===== config.mk =====
export PLATFORM = sky130hd
export DESIGN_NAME = dma_xfer_engine
export DESIGN_NICKNAME = d
export VERILOG_FILES = /design/src/rtl/dma_xfer_pkg.sv /design/src/rtl/dma_prio_pick.sv /design/src/rtl/dma_chan_regs.sv /design/src/rtl/dma_xfer_fsm.sv /design/src/rtl/dma_xfer_engine.sv
export SDC_FILE = /design/constraint.sdc
export NUM_CORES = 1
export LEC_CHECK = 0
export ABC_CLOCK_PERIOD_IN_PS = 3820
export BUFFER_PORTS_ARGS = -buffer_cell sky130_fd_sc_hd__buf_2
export CAP_MARGIN = 20
export CORE_UTILIZATION = 55
export CTS_CLUSTER_DIAMETER = 100
export CTS_CLUSTER_SIZE = 30
export DETAILED_ROUTE_END_ITERATION = 7
export HOLD_SLACK_MARGIN = 0.03
export PLACE_DENSITY = 0.79
export SLEW_MARGIN = 0
export SYNTH_ARGS = -nofsm -noshare
export SYNTH_HDL_FRONTEND = slang
export SYNTH_SLANG_ARGS = --single-unit

===== constraint.sdc =====
create_clock -name clk_i -period 3.82 [get_ports clk_i]
set_clock_uncertainty 0.15 [all_clocks]
set_input_delay 0.382 -clock clk_i [delete_from_list [all_inputs] [get_ports clk_i]]
set_output_delay 0.382 -clock clk_i [all_outputs]
set_load 0.03 [all_outputs]

===== src/rtl/dma_xfer_pkg.sv =====
package dma_xfer_pkg;
  typedef enum logic [2:0] {
    ST_IDLE,
    ST_REQ,
    ST_C1,
    ST_C2,
    ST_C3,
    ST_C4
  } xfer_state_e;

  typedef enum logic [1:0] {
    SVC_DEMAND = 2'b00,
    SVC_SINGLE = 2'b01,
    SVC_BLOCK  = 2'b10,
    SVC_RSVD   = 2'b11
  } svc_mode_e;
endpackage


===== src/rtl/dma_prio_pick.sv =====
module dma_prio_pick #(
  parameter int N  = 4,
  localparam int IW = (N > 1) ? $clog2(N) : 1
) (
  input  logic [N-1:0]  req_i,
  output logic          any_o,
  output logic [IW-1:0] idx_o
);
  // lowest index wins
  always_comb begin
    any_o = 1'b0;
    idx_o = '0;
    for (int i = N - 1; i >= 0; i--) begin
      if (req_i[i]) begin
        any_o = 1'b1;
        idx_o = IW'(i);
      end
    end
  end
endmodule


===== src/rtl/dma_chan_regs.sv =====
module dma_chan_regs #(
  parameter int N  = 4,
  parameter int AW = 16,
  parameter int CW = 16,
  localparam int IW = (N > 1) ? $clog2(N) : 1
) (
  input  logic            clk_i,
  input  logic            rst_ni,
  input  logic [N*AW-1:0] base_addr_i,
  input  logic [N*CW-1:0] base_count_i,
  input  logic [N-1:0]    load_i,
  input  logic [N-1:0]    autoinit_i,
  input  logic [N-1:0]    addr_dec_i,
  input  logic            mask_wr_i,
  input  logic [N-1:0]    mask_data_i,
  input  logic            step_i,
  input  logic [IW-1:0]   sel_i,
  output logic [AW-1:0]   cur_addr_o,
  output logic            last_o,
  output logic [N-1:0]    mask_o
);
  logic [AW-1:0] addr_arr [N];
  logic [CW-1:0] cnt_arr  [N];

  for (genvar g = 0; g < N; g++) begin : g_chan
    logic [AW-1:0] addr_q;
    logic [CW-1:0] cnt_q;
    logic          mask_q;
    logic          hit, tc;

    assign hit = step_i && (sel_i == IW'(g));
    assign tc  = hit && (cnt_q == '0);

    always_ff @(posedge clk_i or negedge rst_ni) begin
      if (!rst_ni) begin
        addr_q <= '0;
        cnt_q  <= '0;
      end else if (load_i[g]) begin
        addr_q <= base_addr_i[g*AW +: AW];
        cnt_q  <= base_count_i[g*CW +: CW];
      end else if (tc && autoinit_i[g]) begin
        addr_q <= base_addr_i[g*AW +: AW];
        cnt_q  <= base_count_i[g*CW +: CW];
      end else if (hit) begin
        addr_q <= addr_dec_i[g] ? addr_q - AW'(1) : addr_q + AW'(1);
        cnt_q  <= cnt_q - CW'(1);
      end
    end

    always_ff @(posedge clk_i or negedge rst_ni) begin
      if (!rst_ni)                  mask_q <= 1'b1;
      else if (mask_wr_i)           mask_q <= mask_data_i[g];
      else if (tc && !autoinit_i[g]) mask_q <= 1'b1;
    end

    assign addr_arr[g] = addr_q;
    assign cnt_arr[g]  = cnt_q;
    assign mask_o[g]   = mask_q;
  end

  assign cur_addr_o = addr_arr[sel_i];
  assign last_o     = (cnt_arr[sel_i] == '0);
endmodule


===== src/rtl/dma_xfer_fsm.sv =====
module dma_xfer_fsm
  import dma_xfer_pkg::*;
#(
  parameter int N  = 4,
  localparam int IW = (N > 1) ? $clog2(N) : 1
) (
  input  logic          clk_i,
  input  logic          rst_ni,
  input  logic          enable_i,
  input  logic          hlda_i,
  input  logic          ready_i,
  input  logic          pend_any_i,
  input  logic [IW-1:0] pend_idx_i,
  input  logic          last_i,
  input  logic [1:0]    mode_sel_i,
  input  logic          dreq_sel_i,
  output xfer_state_e   state_o,
  output logic [IW-1:0] sel_o,
  output logic          step_o
);
  xfer_state_e state_q, state_d;
  logic [IW-1:0] sel_q;
  logic          start;

  assign start  = (state_q == ST_IDLE) && enable_i && !hlda_i && pend_any_i;
  assign step_o = (state_q == ST_C4) && ready_i;

  always_comb begin
    state_d = state_q;
    unique case (state_q)
      ST_IDLE: if (start) state_d = ST_REQ;
      ST_REQ:  if (hlda_i) state_d = ST_C1;
      ST_C1:   state_d = ST_C2;
      ST_C2:   state_d = ST_C3;
      ST_C3:   state_d = ST_C4;
      ST_C4: begin
        if (ready_i) begin
          if (last_i) state_d = ST_IDLE;
          else begin
            unique case (svc_mode_e'(mode_sel_i))
              SVC_DEMAND: state_d = dreq_sel_i ? ST_C1 : ST_IDLE;
              SVC_BLOCK:  state_d = ST_C1;
              default:    state_d = ST_IDLE;  // single: release between bytes
            endcase
          end
        end
      end
      default: state_d = ST_IDLE;
    endcase
  end

  always_ff @(posedge clk_i or negedge rst_ni) begin
    if (!rst_ni) begin
      state_q <= ST_IDLE;
      sel_q   <= '0;
    end else begin
      state_q <= state_d;
      if (start) sel_q <= pend_idx_i;
    end
  end

  assign state_o = state_q;
  assign sel_o   = sel_q;
endmodule


===== src/rtl/dma_xfer_engine.sv =====
module dma_xfer_engine
  import dma_xfer_pkg::*;
#(
  parameter int NCH = 4,
  parameter int AW  = 16,
  parameter int CW  = 16
) (
  input  logic              clk_i,
  input  logic              rst_ni,
  input  logic              enable_i,
  input  logic              dreq_low_i,
  input  logic              dack_low_i,
  input  logic [NCH*2-1:0]  mode_i,
  input  logic [NCH-1:0]    dir_i,
  input  logic [NCH-1:0]    addr_dec_i,
  input  logic [NCH-1:0]    autoinit_i,
  input  logic [NCH*AW-1:0] base_addr_i,
  input  logic [NCH*CW-1:0] base_count_i,
  input  logic [NCH-1:0]    load_i,
  input  logic              mask_wr_i,
  input  logic [NCH-1:0]    mask_data_i,
  input  logic [NCH-1:0]    dreq_i,
  input  logic              hlda_i,
  input  logic              ready_i,
  output logic              hrq_o,
  output logic [NCH-1:0]    dack_o,
  output logic [AW-1:0]     addr_o,
  output logic              mem_rd_o,
  output logic              mem_wr_o,
  output logic              io_rd_o,
  output logic              io_wr_o,
  output logic              eop_o,
  output logic [NCH-1:0]    mask_o
);
  localparam int IW = (NCH > 1) ? $clog2(NCH) : 1;

  logic [NCH-1:0] dreq_act, pend;
  logic           pend_any, last, step;
  logic [IW-1:0]  pend_idx, sel;
  logic [AW-1:0]  cur_addr;
  xfer_state_e    state;
  logic           active, rd_on, wr_on, dir_sel;
  logic [NCH-1:0] dack_raw;

  assign dreq_act = dreq_i ^ {NCH{dreq_low_i}};
  assign pend     = dreq_act & ~mask_o;

  dma_prio_pick #(.N(NCH)) u_pick (
    .req_i (pend),
    .any_o (pend_any),
    .idx_o (pend_idx)
  );

  dma_xfer_fsm #(.N(NCH)) u_fsm (
    .clk_i      (clk_i),
    .rst_ni     (rst_ni),
    .enable_i   (enable_i),
    .hlda_i     (hlda_i),
    .ready_i    (ready_i),
    .pend_any_i (pend_any),
    .pend_idx_i (pend_idx),
    .last_i     (last),
    .mode_sel_i (mode_i[sel*2 +: 2]),
    .dreq_sel_i (dreq_act[sel]),
    .state_o    (state),
    .sel_o      (sel),
    .step_o     (step)
  );

  dma_chan_regs #(.N(NCH), .AW(AW), .CW(CW)) u_regs (
    .clk_i        (clk_i),
    .rst_ni       (rst_ni),
    .base_addr_i  (base_addr_i),
    .base_count_i (base_count_i),
    .load_i       (load_i),
    .autoinit_i   (autoinit_i),
    .addr_dec_i   (addr_dec_i),
    .mask_wr_i    (mask_wr_i),
    .mask_data_i  (mask_data_i),
    .step_i       (step),
    .sel_i        (sel),
    .cur_addr_o   (cur_addr),
    .last_o       (last),
    .mask_o       (mask_o)
  );

  assign active  = (state == ST_C1) || (state == ST_C2) || (state == ST_C3) || (state == ST_C4);
  assign rd_on   = (state == ST_C2) || (state == ST_C3) || (state == ST_C4);
  assign wr_on   = (state == ST_C3) || (state == ST_C4);
  assign dir_sel = dir_i[sel];

  assign dack_raw = active ? (NCH'(1) << sel) : '0;
  assign dack_o   = dack_raw ^ {NCH{dack_low_i}};
  assign hrq_o    = (state != ST_IDLE);
  assign addr_o   = active ? cur_addr : '0;
  assign mem_rd_o = rd_on & ~dir_sel;
  assign io_wr_o  = wr_on & ~dir_sel;
  assign io_rd_o  = rd_on & dir_sel;
  assign mem_wr_o = wr_on & dir_sel;
  assign eop_o    = (state == ST_C4) && last;
endmodule


Word-level counts from Yosys, hierarchy flattened
Cells that the tools add are included.
- register bits after elaboration: 137
- output and inout bits: 30
- input port bits: 168
- logic and storage cells: 165
- bitwise operators: 10
- $lt $le $gt $ge: 2
- multiplexer cells: 63
- shift operators: 2
- add/subtract/negate cells: 12
- eq/ne operators: 12
- reductions and logical operators: 50
- operators by type and width (cell ; number):
    $mux 16 ; 33
    $sub 16x1->16 const B ; 8
    $logic_not 16->1 ; 5
    $add 16x1->16 const B ; 4
    $bmux 16 s2 ; 2
    $logic_and 1x1->1 ; 21
    $pmux 3 s6 ; 1
    $reduce_bool 3->1 ; 5
    $mux 1 ; 14
    $mux 3 ; 4
    $mux 2 ; 5
    $reduce_bool 2->1 ; 4
    $shiftx 8x4->2 ; 1
    $xor 4x4->4 ; 2
    $eq 2x2->1 const B ; 3
    $eq 3x2->1 const B ; 2
    $eq 3x3->1 const B ; 2
    $logic_or 1x1->1 ; 6
    $pmux 3 s2 ; 1
    $logic_not 1->1 ; 5
    $and 1x1->1 ; 4
    $and 4x4->4 ; 1
    $bmux 1 s2 ; 2
    $logic_not 2->1 ; 2
    13 further kinds ; 14

Depth between registers and ports, before layout
Gate-level depths: netlist of the first run.
- depth after elaboration: 9
- mapped depth: 10
- depth with buffers taken out: 8

Modules after synthesis
A second synthesis of the first run with hierarchy kept.
- cell total of the unflattened synthesis: 1217
- area, all modules: 10377.5 um^2
- modules (own cells, without submodules) (module ; cells each ; sequential area each (um^2) ; area an instance (um^2) ; instances):
    dma_chan_regs ; 1133 ; 3308.2 ; 9676.8 ; 1
    dma_xfer_engine ; 54 ; 0.0 ; 409.1 ; 1
    dma_xfer_fsm ; 23 ; 125.1 ; 256.5 ; 1
    dma_prio_pick ; 7 ; 0.0 ; 35.0 ; 1

Worst setup path before layout of the first run
OpenSTA, ideal clock, no wires.
- path kind: reg-to-output
- start point: register u_regs.g_chan[3].cnt_q[7]
- end point: output eop_o
- required time: 3288 ps
- data arrival time: 2550 ps
- slack: 738 ps
- cell stages (with the launch flop): 8
- cells stage by stage: dfrtp_1 > or4_4 > or3_1 > or3_4 > nor3_1 > nand3_1 > a31o_2 > nor2_1
- cells in the longest elaborated chain, start to end: 5
- ends and longest elaborated chain (element ; line ; text):
    start: declaration ; dma_chan_regs.sv:27 ; logic [CW-1:0] cnt_q;
    start signal: assignment ; dma_chan_regs.sv:40 ; cnt_q <= base_count_i[g*CW +: CW];
    start signal: assignment ; dma_chan_regs.sv:43 ; cnt_q <= base_count_i[g*CW +: CW];
    start signal: assignment ; dma_chan_regs.sv:46 ; cnt_q <= cnt_q - CW'(1);
    $bmux 16 s2 ; dma_chan_regs.sv:62 ; assign last_o = (cnt_arr[sel_i] == '0);
    $mux 16 (not written as such) (2 in a row) ; dma_chan_regs.sv:62 ;
    $logic_not 16->1 ; dma_chan_regs.sv:62 ;
    $logic_and 1x1->1 ; dma_xfer_engine.sv:100 ; assign eop_o = (state == ST_C4) && last;
    end: declaration ; dma_xfer_engine.sv:32 ; output logic eop_o,
Every way passes these cells. The select of a mux whose other input is x is not followed.

Final worst setup path of the first run
- start point: register u_regs.g_chan[2].cnt_q[6]
- end point: output eop_o
- cells in the longest elaborated chain, start to end: 5
- ends and longest elaborated chain (element ; line):
    start: declaration ; dma_chan_regs.sv:27
    start signal: assignment ; dma_chan_regs.sv:40
    start signal: assignment ; dma_chan_regs.sv:43
    start signal: assignment ; dma_chan_regs.sv:46
    $bmux 16 s2 ; dma_chan_regs.sv:62
    $mux 16 (not written as such) (2 in a row) ; dma_chan_regs.sv:62
    $logic_not 16->1 ; dma_chan_regs.sv:62
    $logic_and 1x1->1 ; dma_xfer_engine.sv:100
Every way passes these cells. The select of a mux whose other input is x is not followed.

==> metrics.md, run 1 <==
| Metric | Value |
|---|---|
| Last weighted congestion value of the routability-driven placer | `approximately 0.95` |
| Most frequent cell after synthesis | `nand2_1` |
| WS Path Type | `flop to primary output` |
| Worst hold endpoint | `u_regs.g_chan[3].cnt_q[0]$_DFFE_PN0P_` |
| Sequential Power Share | `0.317` |
| Hold path cells | `3` |
| Worst EP arrival | `3.07 ns` |
| Vias | `10.3k` |
| H-Tree Depth | `4` |
| Final critical-path required period | `approximately 3.6 ns` |
| Initial DRC count | `~700` |
| Mapped Nets | `1497` |
| Num rows | `50` |
| Yosys warns | `0` |
| Mapped Cells | `approximately 1.3k` |
| HP Class | `input pin to flop` |
| Antenna violations before repair | `0` |
| Worst Path Buf+Inv | `1` |
| Clock slew seen by the registers of the worst setup and hold paths | `0.06 ns` |
| Total gr overflow | `0` |
| Post-layout util | `0.698` |
| Reg2Reg Setup Slack | `a little over 0.5 ns` |
| CP max stage cell | `nor3_1` |
| CTS tree | `yes` |
| RSZ-0062 raised after global routing | `no` |
| Synth unique cells | `71` |
| CP required | `3.29 ns` |
| Die H | `between 100 and 150 um` |
| Clock power share | `0.273` |
| Final Setup Violations | `0` |
| Hold Crit Start | `base_count_i[48]` |
| Worst path cell trace | `or4_1 > or2_2 > nor3_1 > a311oi_1 > a31o_2 > nor2_1 > buf_2` |
| R2R cell count | `7` |
| Total CTS buffers | `17` |
| Area contributors post-synth | `dfrtp_1 (32%), ha_1 (7.6%), o21ai_0 (6.5%), nand2_1 (6.3%), xnor2_1 (6.3%)` |
| CTS Sinks | `roughly 140` |
| Max transition margin | `0.333` |
| Cell taking the most area after synthesis | `dfrtp_1` |
| R2R Path Start | `u_regs.g_chan[2].cnt_q[6]$_DFFE_PN0P_` |
| Combinational fraction of design power | `0.411` |
| Post-synthesis register bit count | `137` |
| Maximum VDD drop | `about 0.34 mV` |
| Max-cap viol count | `0` |
| Sw Ratio | `0.398` |
| Total iterations of the first detailed-routing run | `5` |
| Worst-margin pin slew | `just under 1 ns` |
| DRT Wirelength | `between 20000 and 30000 um` |
| First-pass GRT wire length | `~47000 um` |
| P&R area growth vs syn | `24.1%` |
| Die width | `between 100 and 150 um` |
| Vias in the first global route | `around 9.8k` |
| Psw | `roughly 2400 uW` |
| EDFF count, synth | `0` |
| Core Box Area | `around 19000 um^2` |
| Share of layout cells above drive strength 1 | `0.189` |
| Fin. Hold Viols | `0` |
| Post-CTS Repair Setup Buffers | `0` |
| Int Pwr | `~3600 uW` |
| Synth Flop Type | `dfrtp_1` |
| Initial core utilization | `0.562` |
| Routed wire per std cell | `between 15 and 20 um` |
| P_leak | `a little under 0.006 uW` |
| CP top delay family | `simple AND/OR/NAND/NOR gates` |
| Seq/Total Area, Yosys | `0.325` |
| Synth cell count leaders | `nand2_1 (178), o21ai_0 (137), dfrtp_1 (133), nor2_1 (100), a21oi_1 (83)` |
| Post-route setup TNS | `0 ns` |
| Crit-path max FO | `5` |
| Max frequency | `~280 MHz` |
| Root Buffer Master | `clkbuf_16` |
| Port Buf Inserts | `197` |
| Antenna-violating nets left | `0` |
| HPWL Detailed | `approximately 21000 um` |
| Slew Viols, Final | `0` |
| Largest net degree at the start of global routing | `a little over 70` |
| Fin crit share | `0.943` |
| Final hold slack | `about 0.029 ns` |
| Power Dens Cells | `~450 nW/um^2` |
| DRC | `0` |
| Reg2reg end | `u_regs.g_chan[2].addr_q[9]$_DFFE_PN0P_` |
| I/O Pins | `a little under 200` |
| Synthesized cell area | `~11000 um^2` |
| Maximum root-to-sink buffer count | `2` |
| Syn Area/Cell | `8.37 um^2` |
| Final nets | `~1.7k` |
| Clk Latency, worst-skew pair | `between 0.4 and 0.5 ns` |
| Crit path largest cell delay | `0.56 ns` |
| Outcome | `complete, no violations` |
| Synth async-reset ratio | `1.00` |
| Global-route usage over all layers | `0.300` |
| Vias per std cell | `5.85` |
| Die Area | `19700 um^2` |
| Proportion of netlist area held by the largest area contributor | `0.315` |
| Antenna fix cells | `0` |
| Startpoint types | `flop` |
| Setup crit end kind | `primary output` |
## power groups by stage
stage | clock network (uW) | registers (uW) | logic (uW)
after floorplan | 0 | 1750 | 1820
after global placement | 0 | 1890 | 2310
after detailed placement | 0 | 1890 | 2350
after CTS | 1640 | 1870 | 2430
after global routing | 1700 | 1910 | 2660
final | 1620 | 1880 | 2440
## state kept, by name (all words and copies together) (netlist names)
signal and flops:
u_fsm.sel_o 2, u_regs.g_chan.mask_q 4, u_regs.g_chan.addr_q 64, u_fsm.state_o 3, u_regs.g_chan.cnt_q 64
## timing repair
item                                   in CTS  in global routing
setup endpoints to repair                   0                  1
resized for setup                           0                  1
endpoints found under the hold margin     140                  0
hold buffers                               78                  0
## metal layers
layer / vias to the layer above / global-route usage / part of all wire
li1: 5045 / - / -
met2: 351 / 0.509 / 0.48
met1: 4832 / 0.383 / 0.43
met3: 70 / 0.0421 / 0.054
met5: - / 0 / 0
met4: 0 / 0.128 / 0.034
## worst max-delay path by stage
| stage | from | to | cells after the start |
|---|---|---|---|
| after floorplan | u_regs.g_chan[3].cnt_q[7]$_DFFE_PN0P_ | eop_o | 7 |
| after global placement | u_regs.g_chan[0].cnt_q[7]$_DFFE_PN0P_ | eop_o | 8 |
| after detailed placement | u_regs.g_chan[0].cnt_q[7]$_DFFE_PN0P_ | eop_o | 8 |
| after CTS | u_regs.g_chan[0].cnt_q[7]$_DFFE_PN0P_ | eop_o | 8 |
| after global routing | u_regs.g_chan[2].cnt_q[6]$_DFFE_PN0P_ | eop_o | 7 |
| final | u_regs.g_chan[2].cnt_q[6]$_DFFE_PN0P_ | eop_o | 7 |
## layout make-up
type,instances,area [um^2]
inverter,27,101
tap,234,293
timing repair buffer,293,1930
clock buffer,18,439
sequential,137,3430
fill,1481,5670
multi-input combinational,1037,6760
clock inverter,14,138
## cells in the final DEF, fill, tap and decap left out, drive strengths merged, types with 32 or more instances in the layout
cell type    netlist  final
o21ai            137    137
xor2              33     33
dfrtp            133    133
nor2             100    100
nand2            178    178
ha                64     64
dlygate4sd3        0     78
a21oi             83     83
inv               27     32
nor3              44     44
buf               25    215
xnor2             76     76
nand3             43     43
## worst register-to-register path, cell delays in order, from the launching register on
cell     delay, ns
dfrtp_1       0.42
or4_1         0.55
or2_2         0.33
nor3_1        0.56
a41oi_1       0.54
and3_1        0.37
mux2i_1       0.14
nand3_1       0.11
## metrics by stage
| stage | worst slack (ns) | area (um^2) | power (uW) | cells |
|---|---|---|---|---|
| floorplan | 0.738 | 10600 | 3570 | 1261 |
| global placement | 0.627 | 11700 | 4200 | 1650 |
| detailed placement | 0.549 | 11700 | 4240 | 1650 |
| CTS | 0.120 | 13100 | 5940 | 1760 |
| global route | 0.0668 | 13100 | 6260 | 1760 |
| finish | 0.219 | 13100 | 5950 | 1760 |
## kinds of logic (layout without fill, tap and decap cells)
group	after synthesis	after routing	share of synthesized area
buffers and inverters	87	352	0.0359
AOI/OAI and AO/OA	348	348	0.198
and+or+nand+nor	479	479	0.214
adders and majority gates	68	68	0.0835
xor gates and xnor gates	109	109	0.0905
muxes	33	33	0.0518
DFF	137	137	0.325
No activity file was read; power rests on OpenSTA's default activity.
==> run 2, diff against run 1 <==
--- a/config.mk
+++ b/config.mk
@@ -13,8 +13,9 @@
 export CTS_CLUSTER_SIZE = 30
 export DETAILED_ROUTE_END_ITERATION = 7
 export HOLD_SLACK_MARGIN = 0.03
-export PLACE_DENSITY = 0.79
+export PLACE_DENSITY = 0.81
 export SLEW_MARGIN = 0
 export SYNTH_ARGS = -nofsm -noshare
 export SYNTH_HDL_FRONTEND = slang
+export SYNTH_HIERARCHICAL = 1
 export SYNTH_SLANG_ARGS = --single-unit
==> run 2 against run 1 <==
Die area shrank 1.6%. Sequential power is essentially flat. Final cell count shrank 4.8%. Maximum frequency shrank 0.49%. Sequential share of layout area grew 0.97 points. Register-to-register slack gained 0.11 ns. Power grew 3.9%. Critical endpoint unchanged.
==> metrics.md, run 2 <==
| Metric | Value |
|---|---|
| Outcome | `complete, no violations (unchanged)` |
| Mapped Nets | `1453 (was 1497)` |
| Setup crit end kind | `primary output (unchanged)` |
| Mapped Cells | `1217 (was 1261)` |
| RSZ-0062 raised after global routing | `no (unchanged)` |
| Last weighted congestion value of the routability-driven placer | `0.934 (was 0.954)` |
| Max-cap viol count | `0 (unchanged)` |
| EDFF count, synth | `0 (unchanged)` |
| Final Setup Violations | `0 (unchanged)` |
| Global-route usage over all layers | `0.318 (was 0.300)` |
| Cell area after layout | `12600 um^2 (was 13100 um^2)` |
| Synth cell count leaders | `nor2_1 (152), dfrtp_1 (133), a21oi_1 (129), nand2_1 (128), o21ai_0 (85) (was nand2_1 (178), o21ai_0 (137), dfrtp_1 (133), nor2_1 (100), a21oi_1 (83))` |
| Slew Viols, Final | `0 (unchanged)` |
| CP Launch Point | `u_regs/g_chan[0].cnt_q[4]$_DFFE_PN0P_ (was u_regs.g_chan[2].cnt_q[6]$_DFFE_PN0P_)` |
| DRC | `0 (unchanged)` |
| Routed wire per std cell | `17.9 um (was 16.7 um)` |
| Clk Latency, worst-skew pair | `0.43 ns (about the same)` |
| Largest regs | `u_regs/g_chan.addr_q x64, u_regs/g_chan.cnt_q x64, u_regs/g_chan.mask_q x4 (was u_regs.g_chan.addr_q x64, u_regs.g_chan.cnt_q x64, u_regs.g_chan.mask_q x4)` |
| Power Dens Cells | `490 nW/um^2 (was 454 nW/um^2)` |
| Post-layout util | `0.693 (was 0.698)` |
| WS Path Type | `flop to primary output (unchanged)` |
| Maximum VDD drop | `0.335 mV (was 0.338 mV)` |
| Antenna fix cells | `0 (unchanged)` |
| Post-synthesis register bit count | `137 (unchanged)` |
| Most frequent cell after synthesis | `nor2_1 (was nand2_1)` |
| Vias per std cell | `6.03 (was 5.85)` |
| Port Buf Inserts | `197 (unchanged)` |
| Commonest non-fill, non-tap cells in the layout | `buf_2 (196), nor2_1 (152), dfrtp_1 (133) (was buf_2 (196), nand2_1 (178), o21ai_0 (137))` |
| Area contributors post-synth | `dfrtp_1 (32%), ha_1 (7.7%), xnor2_1 (6.8%), a21oi_1 (6.2%), nor2_1 (5.5%) (was dfrtp_1 (32%), ha_1 (7.6%), o21ai_0 (6.5%), nand2_1 (6.3%), xnor2_1 (6.3%))` |
| Maximum root-to-sink buffer count | `2 (unchanged)` |
| Cell taking the most area after synthesis | `dfrtp_1 (unchanged)` |
| Synth Flop Type | `dfrtp_1 (unchanged)` |
| Crit-path max FO | `5 (unchanged)` |
| DRT Wirelength | `30000 um (was 29300 um)` |
| Num rows | `49 (was 50)` |
| Max transition margin | `0.371 (was 0.333)` |
| Final nets | `1670 (was 1749)` |
| Proportion of netlist area held by the largest area contributor | `0.321 (was 0.315)` |
| Core Box Area | `18200 um^2 (was 18800 um^2)` |
| Hold Crit Start | `base_addr_i[18] (was base_count_i[48])` |
| Largest net degree at the start of global routing | `99 (was 71)` |
| Fin crit share | `0.947 (was 0.943)` |
| Total iterations of the first detailed-routing run | `5 (unchanged)` |
| Total gr overflow | `0 (unchanged)` |
| Startpoint types | `flop (unchanged)` |
| Fin. Hold Viols | `0 (unchanged)` |
| Worst slack at placement | `0.647 ns (was 0.549 ns)` |
| Initial core utilization | `0.570 (was 0.562)` |
| Die Area | `19400 um^2 (was 19700 um^2)` |
| I/O Pins | `198 (unchanged)` |
| Clock slew seen by the registers of the worst setup and hold paths | `0.06 ns (about the same)` |
| CTS tree | `yes (unchanged)` |
| HP Class | `input pin to flop (unchanged)` |
| Synthesized cell area | `10400 um^2 (was 10600 um^2)` |
| Commonest non-fill, non-tap cell in the layout | `buf_2 (unchanged)` |
| Seq/Total Area, Yosys | `0.331 (was 0.325)` |
| Setup WS post-layout | `0.201 ns (was 0.219 ns)` |
| Worst-margin pin slew | `0.943 ns (was 0.995 ns)` |
| Synth unique cells | `72 (was 71)` |
| Vias in the first global route | `9765 (was 9750)` |
| Max frequency | `276 MHz (was 278 MHz)` |
| Die H | `139 um (was 141 um)` |
| Final hold slack | `0.0397 ns (was 0.0287 ns)` |
| Worst EP arrival | `3.09 ns (was 3.07 ns)` |
| H-Tree Depth | `4 (unchanged)` |
| P_leak | `0.00555 uW (was 0.00577 uW)` |
| Synth async-reset ratio | `1.00 (unchanged)` |
| Root Buffer Master | `clkbuf_16 (unchanged)` |
| Antenna violations before repair | `0 (unchanged)` |
| R2R Path Start | `u_fsm/state_o[1]$_DFFE_PN0P_ (was u_regs.g_chan[2].cnt_q[6]$_DFFE_PN0P_)` |
| Antenna-violating nets left | `0 (unchanged)` |
| Post-route setup TNS | `0 ns (unchanged)` |
| Yosys warns | `6 (was 0)` |
| Share of layout cells above drive strength 1 | `0.206 (was 0.189)` |
| First-pass GRT wire length | `48800 um (was 46700 um)` |
| P&R area growth vs syn | `21.7% (was 24.1%)` |
| Total CTS buffers | `17 (unchanged)` |
| Syn Area/Cell | `8.53 um^2 (was 8.37 um^2)` |
| CP required | `3.29 ns (about the same)` |
| Final critical-path required period | `3.62 ns (was 3.60 ns)` |
| Die width | `139 um (was 141 um)` |
| Vias | `10.1k (was 10.3k)` |
| CTS Sinks | `137 (unchanged)` |
| HPWL Detailed | `21900 um (was 20800 um)` |
| Placed inst area | `11600 um^2 (was 11700 um^2)` |
| Initial DRC count | `772 (was 702)` |
-- run 2: worst paths after layout --
kind / endpoint / slack (ns) / cells after the start
max reg2reg: u_regs/g_chan[0].addr_q[7]$_DFFE_PN0P_ / 0.62 / 7
min reg2reg: u_regs/g_chan[2].cnt_q[9]$_DFFE_PN0P_ / 0.35 / 2
max: eop_o / 0.20 / 11
min: u_regs/g_chan[1].addr_q[2]$_DFFE_PN0P_ / 0.04 / 2
max in group asynchronous: u_regs/g_chan[1].mask_q$_DFFE_PN1P_ / 2.12 / 3
min in group asynchronous: u_regs/g_chan[0].cnt_q[7]$_DFFE_PN0P_ / 0.46 / 2
-- run 2: layout make-up --
cell class                 count  area, um^2
multi-input combinational    995        6600
fill                        1439        5580
sequential                   137        3430
timing repair buffer         256        1540
clock buffer                  21         470
tap                          229         287
clock inverter                11         193
inverter                      27         101
-- run 2: report_power, final --
group | internal, uW | total [uW] | switching [uW]
Clock | 1210 | 1860 | 649
Sequential | 1620 | 1880 | 259
Combinational | 1030 | 2440 | 1410
Total | 3860 | 6180 | 2320
-- run 2: critical path: stages, from the launching register on --
cell	delay, ns
dfrtp_1	0.42
or3_1	0.43
nand4bb_1	0.33
nor4_1	0.27
buf_4	0.20
nand2_1	0.09
nor2_1	0.15
a311oi_1	0.12
a21oi_1	0.27
nand2_1	0.09
nor2_1	0.10
buf_2	0.21
-- run 2: per-stage QoR --
stage / power [uW] / cells
final: 6180 / 1676
after global routing: 6500 / 1676
after CTS: 6190 / 1676
after detailed placement: 4280 / 1607
after global placement: 4230 / 1607
after floorplan: 3590 / 1217
-- run 2: repair_timing --
| item | CTS | global route |
|---|---|---|
| gates resized for setup | 0 | 0 |
| buffers inserted | 0 | 0 |
| hold endpoints to repair | 130 | 0 |
| hold buffers | 37 | 0 |
-- run 2: routing by layer --
layer  track usage  wire length (um)  part of all wire
met3        0.0516              2080             0.069
met1         0.416             12700              0.42
met4         0.130               927             0.031
met5             0                 0                 0
met2         0.526             14300              0.48
-- run 2: cell families after synthesis --
group                    Yosys count  share of synthesized area
AND/OR/NAND/NOR                  436                      0.198
AO/OA/AOI/OAI                    345                      0.197
flip-flops                       137                      0.331
XOR/XNOR                         115                     0.0971
buffers and inverters             85                     0.0356
adder cells (fa/ha/maj)           68                     0.0849
multiplexers                      31                     0.0565
==> run 3, diff against run 2 <==
--- a/config.mk
+++ b/config.mk
@@ -14,6 +14,7 @@
 export DETAILED_ROUTE_END_ITERATION = 7
 export HOLD_SLACK_MARGIN = 0.03
 export PLACE_DENSITY = 0.81
+export RECOVER_POWER = 25
 export SLEW_MARGIN = 0
 export SYNTH_ARGS = -nofsm -noshare
 export SYNTH_HDL_FRONTEND = slang
==> run 3 against run 2 <==
The run now ends with max-capacitance violations, max-slew violations left. First-iteration DRC count unchanged. Utilization about the same. Sequential cell count is the same. Count of clock-buffer cells in the layout unchanged. Via count barely moved. Critical path depth did not move. Final area barely moved. Worst hold slack is essentially flat. Global-route usage unchanged. Critical path type unchanged.
==> metrics.md, run 3 (synthesis gave the netlist of run 2 again) <==
| Metric | Value |
|---|---|
| # fillers | `1438 (was 1439)` |
| Port Buf Inserts | `197 (unchanged)` |
| Antenna violations before repair | `0 (unchanged)` |
| Slew Viols, Final | `99 (was 0)` |
| Clock slew seen by the registers of the worst setup and hold paths | `0.06 ns (about the same)` |
| Last weighted congestion value of the routability-driven placer | `0.934 (unchanged)` |
| Total gr overflow | `0 (unchanged)` |
| CP required | `3.29 ns (about the same)` |
| Vias in the first global route | `9765 (unchanged)` |
| Initial DRC count | `772 (unchanged)` |
| Vias per std cell | `6.03 (about the same)` |
| HPWL Detailed | `21900 um (unchanged)` |
| RSZ-0062 raised after global routing | `no (unchanged)` |
| Post-cts sizing count | `0 (unchanged)` |
| Highest routed layer | `met4 (unchanged)` |
| Initial core utilization | `0.570 (unchanged)` |
| Final critical-path required period | `3.62 ns (about the same)` |
| Total CTS buffers | `17 (unchanged)` |
| Hold Buf Count CTS | `37 (unchanged)` |
| Antenna-violating nets left | `0 (unchanged)` |
| Maximum VDD drop | `0.335 mV (about the same)` |
| Reg2Reg Setup Slack | `0.62 ns (about the same)` |
| Worst EP arrival | `3.09 ns (about the same)` |
| Antenna fix cells | `0 (unchanged)` |
| Num rows | `49 (unchanged)` |
| Root Buffer Master | `clkbuf_16 (unchanged)` |
| Routed wire per std cell | `17.9 um (about the same)` |
| Maximum root-to-sink buffer count | `2 (unchanged)` |
| I/O Pins | `198 (unchanged)` |
| Clk Latency, worst-skew pair | `0.43 ns (about the same)` |
| Max transition margin | `-0.687 (was 0.371)` |
| Share of layout cells above drive strength 1 | `0.206 (unchanged)` |
| Largest net degree at the start of global routing | `99 (unchanged)` |
| H-Tree Depth | `4 (unchanged)` |
| Crit path largest cell delay | `0.43 ns (about the same)` |
| CP max stage cell | `or3_1 (unchanged)` |
| CTS tree | `yes (unchanged)` |
| Die H | `139 um (unchanged)` |
| Global-route usage over all layers | `0.318 (unchanged)` |
| DRC | `0 (unchanged)` |
| Max frequency | `276 MHz (about the same)` |
| Setup crit end kind | `primary output (unchanged)` |
| Worst path cell trace | `or3_1 > nand4bb_1 > nor4_1 > buf_4 > nand2_1 > nor2_1 > a311oi_1 > a21oi_1 > nand2_1 > nor2_1 > buf_2 (unchanged)` |
| Power Total | `6180 uW (about the same)` |
| HP Class | `input pin to flop (unchanged)` |
| Power Dens Cells | `490 nW/um^2 (about the same)` |
| Area of the multi-input gates | `6600 um^2 (unchanged)` |
| Fin cells | `1676 (unchanged)` |
| Sequential cell area | `3430 um^2 (unchanged)` |
| Fin crit share | `0.947 (about the same)` |
| Startpoint types | `flop (unchanged)` |
| DRT Wirelength | `30000 um (about the same)` |
| First-pass GRT wire length | `48800 um (unchanged)` |
| Core Box Area | `18200 um^2 (unchanged)` |
| Commonest non-fill, non-tap cells in the layout | `buf_2 (196), nor2_1 (152), dfrtp_1 (133) (unchanged)` |
| Met3 routed WL | `2080 um (unchanged)` |
| WS Path Type | `flop to primary output (unchanged)` |
| Met1 WL | `12700 um (unchanged)` |
| Total iterations of the first detailed-routing run | `5 (unchanged)` |
| Crit-path max FO | `5 (unchanged)` |
| P&R area growth vs syn | `21.6% (was 21.7%)` |
| Post-route setup TNS | `0 ns (unchanged)` |
| Post-CTS Repair Setup Buffers | `0 (unchanged)` |
| Outcome | `finished with violations (was complete, no violations)` |
| Die Area | `19400 um^2 (unchanged)` |
| Vias | `10.1k (about the same)` |
| Final Setup Violations | `0 (unchanged)` |
| Worst-margin pin slew | `2.53 ns (was 0.943 ns)` |
| Commonest non-fill, non-tap cell in the layout | `buf_2 (unchanged)` |
| Largest regs | `u_regs/g_chan.addr_q x64, u_regs/g_chan.cnt_q x64, u_regs/g_chan.mask_q x4 (unchanged)` |
| P_leak | `0.00554 uW (was 0.00555 uW)` |
| Max-cap viol count | `1 (was 0)` |
| Fin. Hold Viols | `0 (unchanged)` |
| WL met2 | `14300 um (about the same)` |
| Die width | `139 um (unchanged)` |
| Final nets | `1670 (unchanged)` |
| Placed cell count | `1607 (unchanged)` |
| CTS Sinks | `137 (unchanged)` |
| Failing checks | `max-capacitance violations, max-slew violations` |
## run 3: changes by cell type in the layout (fill, tap and decap cells not counted), sizes merged
| cell | previous run | this run |
|---|---|---|
| buf | 219 | 218 |
| clkbuf | 21 | 22 |
## run 3: per-layer routing
metal  vias to the layer above  GRT usage
met5                         -          0
met4                         0      0.130
met3                        60     0.0516
met2                       409      0.526
met1                      4821      0.416
li1                       4822          -
## run 3: worst max-delay path: cells and delay by family, from the launching register on
kind,cells,cell delay (ns)
and+or+nand+nor,7,1.46
AOI/OAI and AO/OA,2,0.39
DFF,1,0.42
buffers and inverters,2,0.41
## run 3: per-stage QoR
| stage | instance area (um^2) | utilization | hold WS, ns | setup WS (ns) |
|---|---|---|---|---|
| 2_1_floorplan | 10400 | - | -0.0636 | 0.786 |
| 3_3_place_gp | 11600 | 0.637 | 0.323 | 0.685 |
| 3_5_place_dp | 11600 | 0.637 | 0.327 | 0.647 |
| 4_1_cts | 12600 | 0.693 | 0.0301 | 0.251 |
| 5_1_grt | 12600 | 0.693 | 0.0362 | 0.0738 |
| 6_report | 12600 | 0.693 | 0.0397 | 0.202 |
## run 3: worst paths after layout
check,start,end,cells past startpoint
max,u_regs/g_chan[0].cnt_q[4]$_DFFE_PN0P_,eop_o,11
min,base_addr_i[18],u_regs/g_chan[1].addr_q[2]$_DFFE_PN0P_,2
max reg2reg,u_fsm/state_o[1]$_DFFE_PN0P_,u_regs/g_chan[0].addr_q[7]$_DFFE_PN0P_,7
min reg2reg,u_regs/g_chan[2].cnt_q[9]$_DFFE_PN0P_,u_regs/g_chan[2].cnt_q[9]$_DFFE_PN0P_,2
max in group asynchronous,rst_ni,u_regs/g_chan[3].cnt_q[0]$_DFFE_PN0P_,2
min in group asynchronous,rst_ni,u_regs/g_chan[0].cnt_q[7]$_DFFE_PN0P_,2
## run 3: where the power goes
part	leakage, uW	switching (uW)	internal, uW
Clock	0.000319	649	1210
Sequential	0.00158	259	1620
Combinational	0.00364	1410	1030
## run 3: final cells by class
type / instances / area share
flip-flops and latches: 137 / 0.272
multi-input cells: 995 / 0.523
clock buffers: 21 / 0.0373
inverters: 27 / 0.00803
well taps: 229 / 0.0227
clock inverters: 11 / 0.0153
repair buffers: 256 / 0.122
